`src/rtl/dacif_pkg.sv`:
```
`timescale 1ns/1ps
// Shared constants and the command encoding of the serial converter interface.
package dacif_pkg;
    localparam int NCH    = 2;                       // converter channels
    localparam int ADDR_W = $clog2(NCH);             // address field width

    // Two-bit command field values.
    typedef enum logic [1:0] {
        CMD_LOAD     = 2'b00,   // input register only
        CMD_LOAD_UPD = 2'b01,   // input and output register of one channel
        CMD_XFER     = 2'b10,   // all input registers to output registers
        CMD_NOP      = 2'b11
    } cmd_e;
endpackage

```
`src/rtl/dacif_sync.sv`:
```
`timescale 1ns/1ps
// Brings the three asynchronous serial pins into the clk domain.
// A chain of STAGES flops per pin is followed by one extra flop, which is used
// for edge detection. Assumes clk runs at least 4x the serial clock, so that
// every level lasts at least two clk cycles.
module dacif_sync #(
    parameter int STAGES = 2
) (
    input  logic clk,
    input  logic rst_n,
    input  logic cs_n,
    input  logic sclk,
    input  logic sdi,
    output logic cs_high,     // synchronised select level (deselected)
    output logic cs_rise,     // one-cycle pulse on select release
    output logic sclk_rise,   // one-cycle pulse on serial clock rise
    output logic sdi_s        // synchronised data level
);
    localparam int NPIN = 3;

    logic [NPIN-1:0] chain [STAGES];
    logic [NPIN-1:0] prev;

    // Purpose: synchronizer chain plus an edge-detect delay stage.
    always_ff @(posedge clk) begin
        if (!rst_n) begin
            for (int i = 0; i < STAGES; i++) chain[i] <= 3'b001;  // cs_n idles high
            prev <= 3'b001;
        end else begin
            chain[0] <= {sdi, sclk, cs_n};
            for (int i = 1; i < STAGES; i++) chain[i] <= chain[i-1];
            prev <= chain[STAGES-1];
        end
    end

    assign cs_high   = chain[STAGES-1][0];
    assign cs_rise   = chain[STAGES-1][0] & ~prev[0];
    assign sclk_rise = chain[STAGES-1][1] & ~prev[1];
    assign sdi_s     = chain[STAGES-1][2];
endmodule

```
`src/rtl/dacif_shift.sv`:
```
`timescale 1ns/1ps
// Frame shifter and bit counter. Shifts in one bit MSB-first on every sampled
// serial clock rise while the select is low. The counter saturates one past
// the frame length, so an over-long frame is never mistaken for a valid one.
// frame_ok is raised on the select release only when exactly FRAME_W bits arrived.
module dacif_shift #(
    parameter int FRAME_W = 16,
    parameter int CNT_W   = $clog2(FRAME_W + 2)
) (
    input  logic               clk,
    input  logic               rst_n,
    input  logic               cs_high,
    input  logic               cs_rise,
    input  logic               sclk_rise,
    input  logic               sdi_s,
    output logic [FRAME_W-1:0] word,
    output logic [CNT_W-1:0]   bit_cnt,
    output logic               frame_ok
);
    localparam logic [CNT_W-1:0] CNT_FULL = CNT_W'(FRAME_W);
    localparam logic [CNT_W-1:0] CNT_SAT  = CNT_W'(FRAME_W + 1);

    // Purpose: shift data and count bits while selected, clear count when idle.
    always_ff @(posedge clk) begin
        if (!rst_n) begin
            word    <= '0;
            bit_cnt <= '0;
        end else if (cs_high) begin
            bit_cnt <= '0;
        end else if (sclk_rise) begin
            word <= {word[FRAME_W-2:0], sdi_s};
            if (bit_cnt != CNT_SAT) bit_cnt <= bit_cnt + 1'b1;
        end
    end

    // Purpose: qualify the frame at the select release.
    assign frame_ok = cs_rise && (bit_cnt == CNT_FULL);
endmodule

```
`src/rtl/dacif_regs.sv`:
```
`timescale 1ns/1ps
// Double-buffered register bank. Decodes a validated frame into per-channel
// input and output register updates. The frame layout from MSB is address,
// two command bits, data word, and one ignored trailing bit.
module dacif_regs
    import dacif_pkg::*;
#(
    parameter int DATA_W  = 12,
    parameter int FRAME_W = ADDR_W + 2 + DATA_W + 1
) (
    input  logic                         clk,
    input  logic                         rst_n,
    input  logic                         commit,
    input  logic [FRAME_W-1:0]           word,
    output logic [NCH-1:0][DATA_W-1:0]   in_q,
    output logic [NCH-1:0][DATA_W-1:0]   dac_q
);
    localparam int ADDR_LO = FRAME_W - ADDR_W;
    localparam int CMD_LO  = ADDR_LO - 2;
    localparam int DATA_LO = CMD_LO - DATA_W;

    logic [ADDR_W-1:0] addr;
    cmd_e              cmd;
    logic [DATA_W-1:0] data;

    assign addr = word[ADDR_LO +: ADDR_W];
    assign cmd  = cmd_e'(word[CMD_LO +: 2]);
    assign data = word[DATA_LO +: DATA_W];

    for (genvar ch = 0; ch < NCH; ch++) begin : g_ch
        logic              hit;
        logic [DATA_W-1:0] in_r;
        logic [DATA_W-1:0] dac_r;

        assign hit = (addr == ADDR_W'(ch));

        // Purpose: apply the decoded command to this channel's pair of registers.
        always_ff @(posedge clk) begin
            if (!rst_n) begin
                in_r  <= '0;
                dac_r <= '0;
            end else if (commit) begin
                unique case (cmd)
                    CMD_LOAD:     if (hit) in_r <= data;
                    CMD_LOAD_UPD: if (hit) begin
                                      in_r  <= data;
                                      dac_r <= data;
                                  end
                    CMD_XFER:     dac_r <= in_r;
                    default:      ;
                endcase
            end
        end

        assign in_q[ch]  = in_r;
        assign dac_q[ch] = dac_r;
    end
endmodule

```
`src/rtl/dac2_serial_if.sv`:
```
`timescale 1ns/1ps
// Top of the dual-channel serial converter interface: synchroniser, frame
// shifter and double-buffered register bank. It assumes clk is at least 4x
// the serial clock rate.
module dac2_serial_if
    import dacif_pkg::*;
#(
    parameter int DATA_W      = 12,
    parameter int SYNC_STAGES = 2
) (
    input  logic              clk,
    input  logic              rst_n,
    input  logic              cs_n,
    input  logic              sclk,
    input  logic              sdi,
    output logic [DATA_W-1:0] dac_a,
    output logic [DATA_W-1:0] dac_b
);
    localparam int FRAME_W = ADDR_W + 2 + DATA_W + 1;
    localparam int CNT_W   = $clog2(FRAME_W + 2);

    logic                       cs_high, cs_rise, sclk_rise, sdi_s;
    logic [FRAME_W-1:0]         word;
    logic [CNT_W-1:0]           bit_cnt;
    logic                       frame_ok;
    logic [NCH-1:0][DATA_W-1:0] in_q;
    logic [NCH-1:0][DATA_W-1:0] dac_q;

    dacif_sync #(.STAGES(SYNC_STAGES)) u_sync (
        .clk(clk), .rst_n(rst_n), .cs_n(cs_n), .sclk(sclk), .sdi(sdi),
        .cs_high(cs_high), .cs_rise(cs_rise), .sclk_rise(sclk_rise), .sdi_s(sdi_s)
    );

    dacif_shift #(.FRAME_W(FRAME_W), .CNT_W(CNT_W)) u_shift (
        .clk(clk), .rst_n(rst_n), .cs_high(cs_high), .cs_rise(cs_rise),
        .sclk_rise(sclk_rise), .sdi_s(sdi_s),
        .word(word), .bit_cnt(bit_cnt), .frame_ok(frame_ok)
    );

    dacif_regs #(.DATA_W(DATA_W), .FRAME_W(FRAME_W)) u_regs (
        .clk(clk), .rst_n(rst_n), .commit(frame_ok), .word(word),
        .in_q(in_q), .dac_q(dac_q)
    );

    assign dac_a = dac_q[0];
    assign dac_b = dac_q[1];
endmodule

```
`config.mk`:
```
export PLATFORM = sky130hd
export DESIGN_NAME = dac2_serial_if
export DESIGN_NICKNAME = d
export VERILOG_FILES = /design/src/rtl/dacif_pkg.sv /design/src/rtl/dacif_sync.sv /design/src/rtl/dacif_shift.sv /design/src/rtl/dacif_regs.sv /design/src/rtl/dac2_serial_if.sv
export SDC_FILE = /design/constraint.sdc
export NUM_CORES = 1
export LEC_CHECK = 0
export BUFFER_PORTS_ARGS = -buffer_cell sky130_fd_sc_hd__buf_2
export CELL_PAD_IN_SITES_DETAIL_PLACEMENT = 0
export CELL_PAD_IN_SITES_GLOBAL_PLACEMENT = 2
export CORE_ASPECT_RATIO = 1.25
export CORE_UTILIZATION = 36
export DETAILED_ROUTE_END_ITERATION = 7
export PLACE_DENSITY = 0.9
export SYNTH_ARGS = -nofsm -noshare
export SYNTH_HDL_FRONTEND = slang
export SYNTH_HIERARCHICAL = 1
export SYNTH_SLANG_ARGS = --single-unit
```
`constraint.sdc`:
```
create_clock -name clk -period 1.9 [get_ports clk]
set_input_delay 0.19 -clock clk [delete_from_list [all_inputs] [get_ports clk]]
set_output_delay 0.19 -clock clk [all_outputs]
set_load 0.1 [all_outputs]
```
==> impl_summary.log, run 1 <==
INFO  metric clock-skew-final = between 0.009 and 0.01 ns
INFO  metric final_layout_size_suffix_gt1_frac = 0.1717
INFO  metric worst-r2r-setup-slack = 0.18 ns
INFO  metric async_flop_share = 0
INFO  metric areaGrowthSynthToFinish = 17.36%
INFO  metric m1_wl = 3604 um
INFO  metric area_of_the_mapped_netlist = 3344 um2
INFO  metric area_of_the_die = 9682 um2
INFO  metric globalRouteOverflowTotal = 0
INFO  metric final_core_util = 0.4438
INFO  metric fp.dieW = between 80 and 90 um
INFO  metric clock_tree_from_tritoncts = built
INFO  metric irDropWorstVdd = 0.3948 mV
INFO  metric fillers = a little over 900
INFO  metric final_hold_viol_count = 0
INFO  metric ys_types = 31
INFO  metric finalWorstPathRequiredPeriod = approximately 1.7 ns
INFO  metric place_congestion = 0.7979
INFO  metric grt_antenna_before_repair = 0
INFO  metric max_cap_violations = 0
INFO  metric slew-limit-headroom = 0.6581
INFO  metric antenna_cells_inserted = 0
INFO  metric synth_ff_type = dfxtp_1
INFO  metric ff2ff_path_depth = 6
INFO  metric timing.hold.worst.start = sclk
INFO  metric synth_top_cells_by_area = dfxtp_1 (46%), nand2_1 (9.8%), nor3b_1 (5.6%)
INFO  metric rows = 38
INFO  metric most_common_cell_in_the_synthesized_netlist = nand2_1
INFO  metric report.final.setup_viol = 0
INFO  metric nets = 434
INFO  metric hold_path_end = u_sync/chain[0][1]
INFO  metric clockRootBuffer = clkbuf_8
INFO  metric synth.yosys.seq_area_share = 0.4609
INFO  metric critical_setup_path_class = flip-flop to flip-flop
INFO  metric drt-wirelength-per-cell = 13.59 um
INFO  metric ant_nets = 0
INFO  metric clk_pin_slew = 0.08 ns
INFO  metric finalMaxSlewViolations = 0
INFO  metric yosysTopAreaCell = dfxtp_1
INFO  metric power_switching_share = 0.1953
INFO  metric grt_setup_unrepaired = no
INFO  metric post_cts_setup_repair_bufs = 0
INFO  metric design.core.area = around 8800 um2
INFO  metric reg2reg_to = u_regs/g_ch[0].in_r[5]
INFO  metric share_clk_of_total_power = 0.488
INFO  metric postSynthRegisterBits = 77
INFO  metric insertion_delay = 0.36 ns
INFO  metric start_kind = flip-flop
INFO  metric detail_route.first_pass.iterations = 4
INFO  metric arrival_worst_endpoint = 1.97 ns
INFO  metric floorplan.initialDensity = 0.3782
INFO  metric detailroute.via_count = between 2,000 and 3,000
INFO  metric critical_path_rt = 2.15 ns
INFO  metric cts_made_buffers = 9
INFO  metric max_clock_freq = 582.5 MHz
INFO  metric netSwitchingPower = between 600 and 700 uW
INFO  metric routed-wl-met2 = roughly 3600 um
INFO  metric run_status = completed
INFO  metric first_pass_grt_wire_length = 12,970 um
INFO  metric setup-tns-final = 0 ns
INFO  metric regToRegStartpoint = u_shift/bit_cnt[1]
INFO  metric dr_wl_met3 = roughly 140 um
INFO  metric synth_edf_count = 0
INFO  metric timing_worst_slew_pin_value = around 0.5 ns
INFO  metric synth_nets = approximately 400
INFO  metric pin_count = 29
INFO  metric dr.max_layer_used = met4
INFO  metric totalWireLength = 7487 um
INFO  metric yosys-top-cells-count = nand2_1 (87), dfxtp_1 (77), nor2_1 (27)
INFO  metric drc = 0
INFO  metric comb_power_share = 0.022
INFO  metric first_global_vias = 2,655
INFO  metric avgViaCountPerCell = 4.996
INFO  metric seqPwrFrac = 0.491
INFO  metric post_synth.cell_area_avg = 8.488 um2
INFO  metric die_y = 109.8 um
INFO  metric power_density_over_the_cells = roughly 840 nW/um2
INFO  metric cts-htree-levels = 3
INFO  metric synthesis.instances = 394
INFO  metric clkSinkCount = 77
INFO  metric internal_power = about 2.7 mW
INFO  metric grt_util_all_layers = 0.1763
INFO  metric leakage_power = between 1 and 1.5 nW
INFO  metric io_buf_count = 28
INFO  metric timing.critical_path.fanout_max = 12
INFO  metric tightest_hold_check_type = input pin to flip-flop
INFO  metric min_path_cells = 2
INFO  metric kind_of_capture_point_of_the_worst_setup_path = flip-flop
INFO  metric pin_count_of_the_biggest_net_entering_global_routing = 25
INFO  metric synth_largest_type_area_fraction = 0.4609
INFO  metric timing.final.crit_share = 0.9036
INFO  metric detailedPlacementHpwl = 5251 um
INFO  metric drt-initial-drc-count = 132
INFO  metric yosys_warnings = 6
INFO  metric clockBufferDepth = 2
-- flip-flops by register name (all words and copies together), names as in the netlist --
name	count
u_regs/g_ch.dac_r	24
u_sync/chain	6
u_sync/prev	2
u_shift/word	16
u_regs/g_ch.in_r	24
u_shift/bit_cnt	5
-- worst max path at each step --
stage	startpoint	to	slack, ns	depth (start not counted)
2_1_floorplan	u_shift/bit_cnt[0]	u_regs/g_ch[0].in_r[0]	0.26	7
3_3_place_gp	u_shift/bit_cnt[1]	u_regs/g_ch[0].in_r[10]	0.20	6
3_5_place_dp	u_shift/bit_cnt[1]	u_regs/g_ch[0].in_r[0]	0.17	6
4_1_cts	u_shift/bit_cnt[1]	u_regs/g_ch[0].in_r[0]	0.16	6
5_1_grt	u_shift/bit_cnt[1]	u_regs/g_ch[0].in_r[5]	0.02	8
6_report	u_shift/bit_cnt[1]	u_regs/g_ch[0].in_r[5]	0.18	6
-- power groups by stage --
stage | combinational, mW | clock (mW) | sequential [mW]
after floorplan | 0.0454 | 0 | 1.66
after global placement | 0.0707 | 0 | 1.66
after detailed placement | 0.0715 | 0 | 1.66
after CTS | 0.0731 | 1.64 | 1.62
after global routing | 0.0808 | 1.72 | 1.62
final | 0.0716 | 1.61 | 1.62
-- cell families after synthesis --
logic type      count (synthesis)  synth area share
compound gates                 64            0.1257
mux                             2          0.005986
xor+xnor                        3          0.007858
fa+ha+maj                       3           0.01122
simple gates                  214            0.3386
flops                          77            0.4609
buf+inv                        31           0.04976
-- repair_timing --
action / 4_1_cts / 5_1_grt
hold buffers: 1 / 0
gates resized for setup: 0 / 2
hold endpoints to repair: 1 / 0
setup endpoints to repair: 0 / 11
-- layout by cell type (no fill, tap or decap), types with 9 or more instances in the layout --
cell type	count
a21boi_0	20
a21boi_1	20
buf_2	28
buf_4	20
clkbuf_8	9
dfxtp_1	77
nand2_1	87
nor2_1	27
nor3_1	24
nor3b_1	25
nor4_1	17
o21ai_0	24
-- routing by layer --
metal | GRT usage | up-vias
met2 | 0.2918 | 31
li1 | - | 1410
met5 | 0 | -
met1 | 0.2213 | 1301
met3 | 0.02553 | 11
met4 | 0.08986 | 0
-- through the flow --
step	setup slack [ns]	instance area [um2]	hold WS (ns)	power, mW	instances
2_1_floorplan	0.2586	3344	0.2630	1.704	394
3_3_place_gp	0.2026	3646	0.3758	1.730	534
3_5_place_dp	0.1733	3646	0.3802	1.731	534
4_1_cts	0.1644	3919	0.01381	3.337	551
5_1_grt	0.01930	3925	0.01707	3.426	551
6_report	0.1831	3925	0.02359	3.304	551
-- critical path, stage by stage (launching register included) --
cell and delay [ns]:
dfxtp_1 0.33, inv_1 0.08, ha_1 0.13, and4_2 0.28, or3b_1 0.57, nand2_1 0.15
a21boi_1 0.07
-- layout make-up --
class	count	area (um2)	share of cell area
Multi-Input combinational cell	286	1643	0.4186
Sequential cell	77	1541	0.3927
Timing Repair Buffer	50	320.3	0.08161
Tap cell	120	150.1	0.03825
Clock inverter	6	135.1	0.03443
Clock buffer	10	127.6	0.03252
Inverter	2	7.507	0.001913
(Power assumes the default switching activity.)
==> inputs of run 2 (changes only) <==
Clock period 1.9 ns to 1.7 ns, I/O delays scaled along.
==> impl_summary.log, run 2 (synthesis results as in run 1) <==
INFO  metric cell_occurring_most_often_along_the_worst_timing_path = buf_6
INFO  metric largest_registers = u_regs/g_ch.dac_r: 24 flops, u_regs/g_ch.in_r: 24 flops, u_shift/word: 16 flops (unchanged)
INFO  metric globalRouteOverflowTotal = 0 (unchanged)
INFO  metric run_status = completed (unchanged)
INFO  metric clockRootBuffer = clkbuf_8 (unchanged)
INFO  metric tightest_hold_check_type = input pin to flip-flop (unchanged)
INFO  metric power.total = 3.316 mW (was 3.304 mW)
INFO  metric avgViaCountPerCell = 4.998 (was 4.996)
INFO  metric timing.final.crit_share = 0.9738 (was 0.9036)
INFO  metric grt_antenna_before_repair = 0 (unchanged)
INFO  metric pin_count_of_the_biggest_net_entering_global_routing = 36 (was 25)
INFO  metric fillers = 916 (was 919)
INFO  metric io_buf_count = 28 (unchanged)
INFO  metric hold_slack = 0.01505 ns (was 0.02359 ns)
INFO  metric start_kind = flip-flop (unchanged)
INFO  metric die_y = 109.8 um (unchanged)
INFO  metric m1_wl = 3695 um (was 3604 um)
INFO  metric first_global_vias = 2,621 (was 2,655)
INFO  metric grt_util_all_layers = 0.1765 (was 0.1763)
INFO  metric pin_count = 29 (unchanged)
INFO  metric area_of_the_die = 9682 um2 (unchanged)
INFO  metric setup-tns-final = 0 ns (unchanged)
INFO  metric areaGrowthSynthToFinish = 21.40% (was 17.36%)
INFO  metric crit_chain = inv_2 > ha_4 > and4_4 > buf_6 > nand4b_1 > buf_6 > buf_8 > o21ai_1 > nor4_2 (was inv_1 > ha_1 > and4_2 > or3b_1 > nand2_1 > a21boi_1)
INFO  metric rows = 38 (unchanged)
INFO  metric place_congestion = 0.7269 (was 0.7979)
INFO  metric ff2ff_path_depth = 9 (was 6)
INFO  metric floorplan.initialDensity = 0.3782 (unchanged)
INFO  metric detailedPlacementHpwl = 5134 um (was 5251 um)
INFO  metric clockBufferDepth = 2 (unchanged)
INFO  metric timing_worst_slew_pin_value = 0.4912 ns (was 0.5128 ns)
INFO  metric dr_wl_met3 = 144 um (was 141 um)
INFO  metric clk_pin_slew = 0.08 ns (about the same)
INFO  metric clock_tree_from_tritoncts = built (unchanged)
INFO  metric min_path_cells = 2 (unchanged)
INFO  metric mostFrequentLayoutCell = nand2_1 (unchanged)
INFO  metric insertion_delay = 0.36 ns (about the same)
INFO  metric dr.max_layer_used = met4 (unchanged)
INFO  metric design.core.area = 8843 um2 (unchanged)
INFO  metric routed-wl-met2 = 3822 um (was 3593 um)
INFO  metric ant_nets = 0 (unchanged)
INFO  metric drc = 0 (unchanged)
INFO  metric antenna_cells_inserted = 0 (unchanged)
INFO  metric arrival_worst_endpoint = 1.90 ns (was 1.97 ns)
INFO  metric report.final.setup_viol = 0 (unchanged)
INFO  metric postLayoutSetupSlackWorst = 0.04461 ns (was 0.1831 ns)
INFO  metric drt-wirelength-per-cell = 14.06 um (was 13.59 um)
INFO  metric max_clock_freq = 604.1 MHz (was 582.5 MHz)
INFO  metric leakage_power = 1.410 nW (was 1.345 nW)
INFO  metric fp.dieW = 88.21 um (unchanged)
INFO  metric max_cap_violations = 0 (unchanged)
INFO  metric detailroute.via_count = 2,799 (was 2,753)
INFO  metric nets = 444 (was 434)
INFO  metric pre_cts_setup_slack = -0.01596 ns (was 0.1733 ns)
INFO  metric clkSinkCount = 77 (unchanged)
INFO  metric finalMaxSlewViolations = 0 (unchanged)
INFO  metric critical_path_rt = 1.94 ns (was 2.15 ns)
INFO  metric drt-initial-drc-count = 98 (was 132)
INFO  metric detail_route.first_pass.iterations = 4 (unchanged)
INFO  metric cts_made_buffers = 9 (unchanged)
INFO  metric finalWorstPathRequiredPeriod = 1.655 ns (was 1.717 ns)
INFO  metric worst-r2r-setup-slack = 0.04 ns (was 0.18 ns)
INFO  metric cp_slowest_stage_delay = 0.33 ns (was 0.57 ns)
INFO  metric irDropWorstVdd = 0.4611 mV (was 0.3948 mV)
INFO  metric clock-skew-final = 0.01162 ns (was 0.009736 ns)
INFO  metric power_density_over_the_cells = 816.7 nW/um2 (was 841.7 nW/um2)
INFO  metric totalWireLength = 7873 um (was 7487 um)
INFO  metric cp_slowest_cell = dfxtp_2 (was or3b_1)
INFO  metric cts-htree-levels = 3 (unchanged)
INFO  metric first_pass_grt_wire_length = 12,940 um (was 12,970 um)
INFO  metric final_layout_size_suffix_gt1_frac = 0.2159 (was 0.1717)
INFO  metric slew-limit-headroom = 0.6748 (was 0.6581)
INFO  metric final_hold_viol_count = 0 (unchanged)
INFO  metric timing.critical_path.fanout_max = 6 (was 12)
INFO  metric critical_setup_path_class = flip-flop to flip-flop (unchanged)
INFO  metric kind_of_capture_point_of_the_worst_setup_path = flip-flop (unchanged)
INFO  metric mostFrequentLayoutCells = nand2_1 (87), dfxtp_1 (75), buf_2 (29) (was nand2_1 (87), dfxtp_1 (77), buf_2 (28))
## run 2: per-stage QoR
step	area, um2	instances	util
after floorplan	3344	394	-
after global placement	3726	538	0.4213
after detailed placement	3726	538	0.4213
after CTS	3964	556	0.4482
after global routing	4060	560	0.4591
final	4060	560	0.4591
## run 2: critical path: cells and delay by family (launching register included)
kind,cells,cell delay [ns]
compound gates,1,0.15
fa+ha+maj,1,0.12
buf+inv,4,0.51
flops,1,0.33
simple gates,3,0.44
## run 2: metal layers
layer,track usage,vias up
met1,0.2187,1309
li1,-,1436
met2,0.2912,40
met5,0,-
met3,0.02778,14
met4,0.09562,0
## run 2: final cells by class
cell class / instances / area [um2] / share of cell area
clock buffers: 12 / 155.1 / 0.03821
clock inverters: 3 / 45.04 / 0.01109
flip-flops and latches: 77 / 1544 / 0.3803
multi-input cells: 286 / 1698 / 0.4182
inverters: 2 / 7.507 / 0.001849
well taps: 120 / 150.1 / 0.03698
repair buffers: 60 / 460.4 / 0.1134
## run 2: timing repair
action / in CTS / in global routing
hold buffers: 2 / 0
setup buffers: 0 / 4
pin swaps: 0 / 2
gates cloned: 1 / 0
endpoints found under the hold margin: 2 / 0
gates resized for setup: 4 / 31
setup endpoints to repair: 2 / 32
## run 2: report_power, final
group / internal, mW / switching, mW / total [mW] / leakage [nW]
clock: 0.751 / 0.666 / 1.42 / 0.0947
sequential: 1.81 / 0.00204 / 1.81 / 0.622
combinational: 0.0423 / 0.0445 / 0.0868 / 0.692
total: 2.60 / 0.713 / 3.32 / 1.41
## run 2: final timing paths
kind | startpoint | to
max | u_shift/bit_cnt[0] | u_regs/g_ch[1].dac_r[3]
min | sdi | u_sync/chain[0][2]
max reg2reg | u_shift/bit_cnt[0] | u_regs/g_ch[1].dac_r[3]
min reg2reg | u_sync/chain[0][0] | u_sync/chain[0][3]
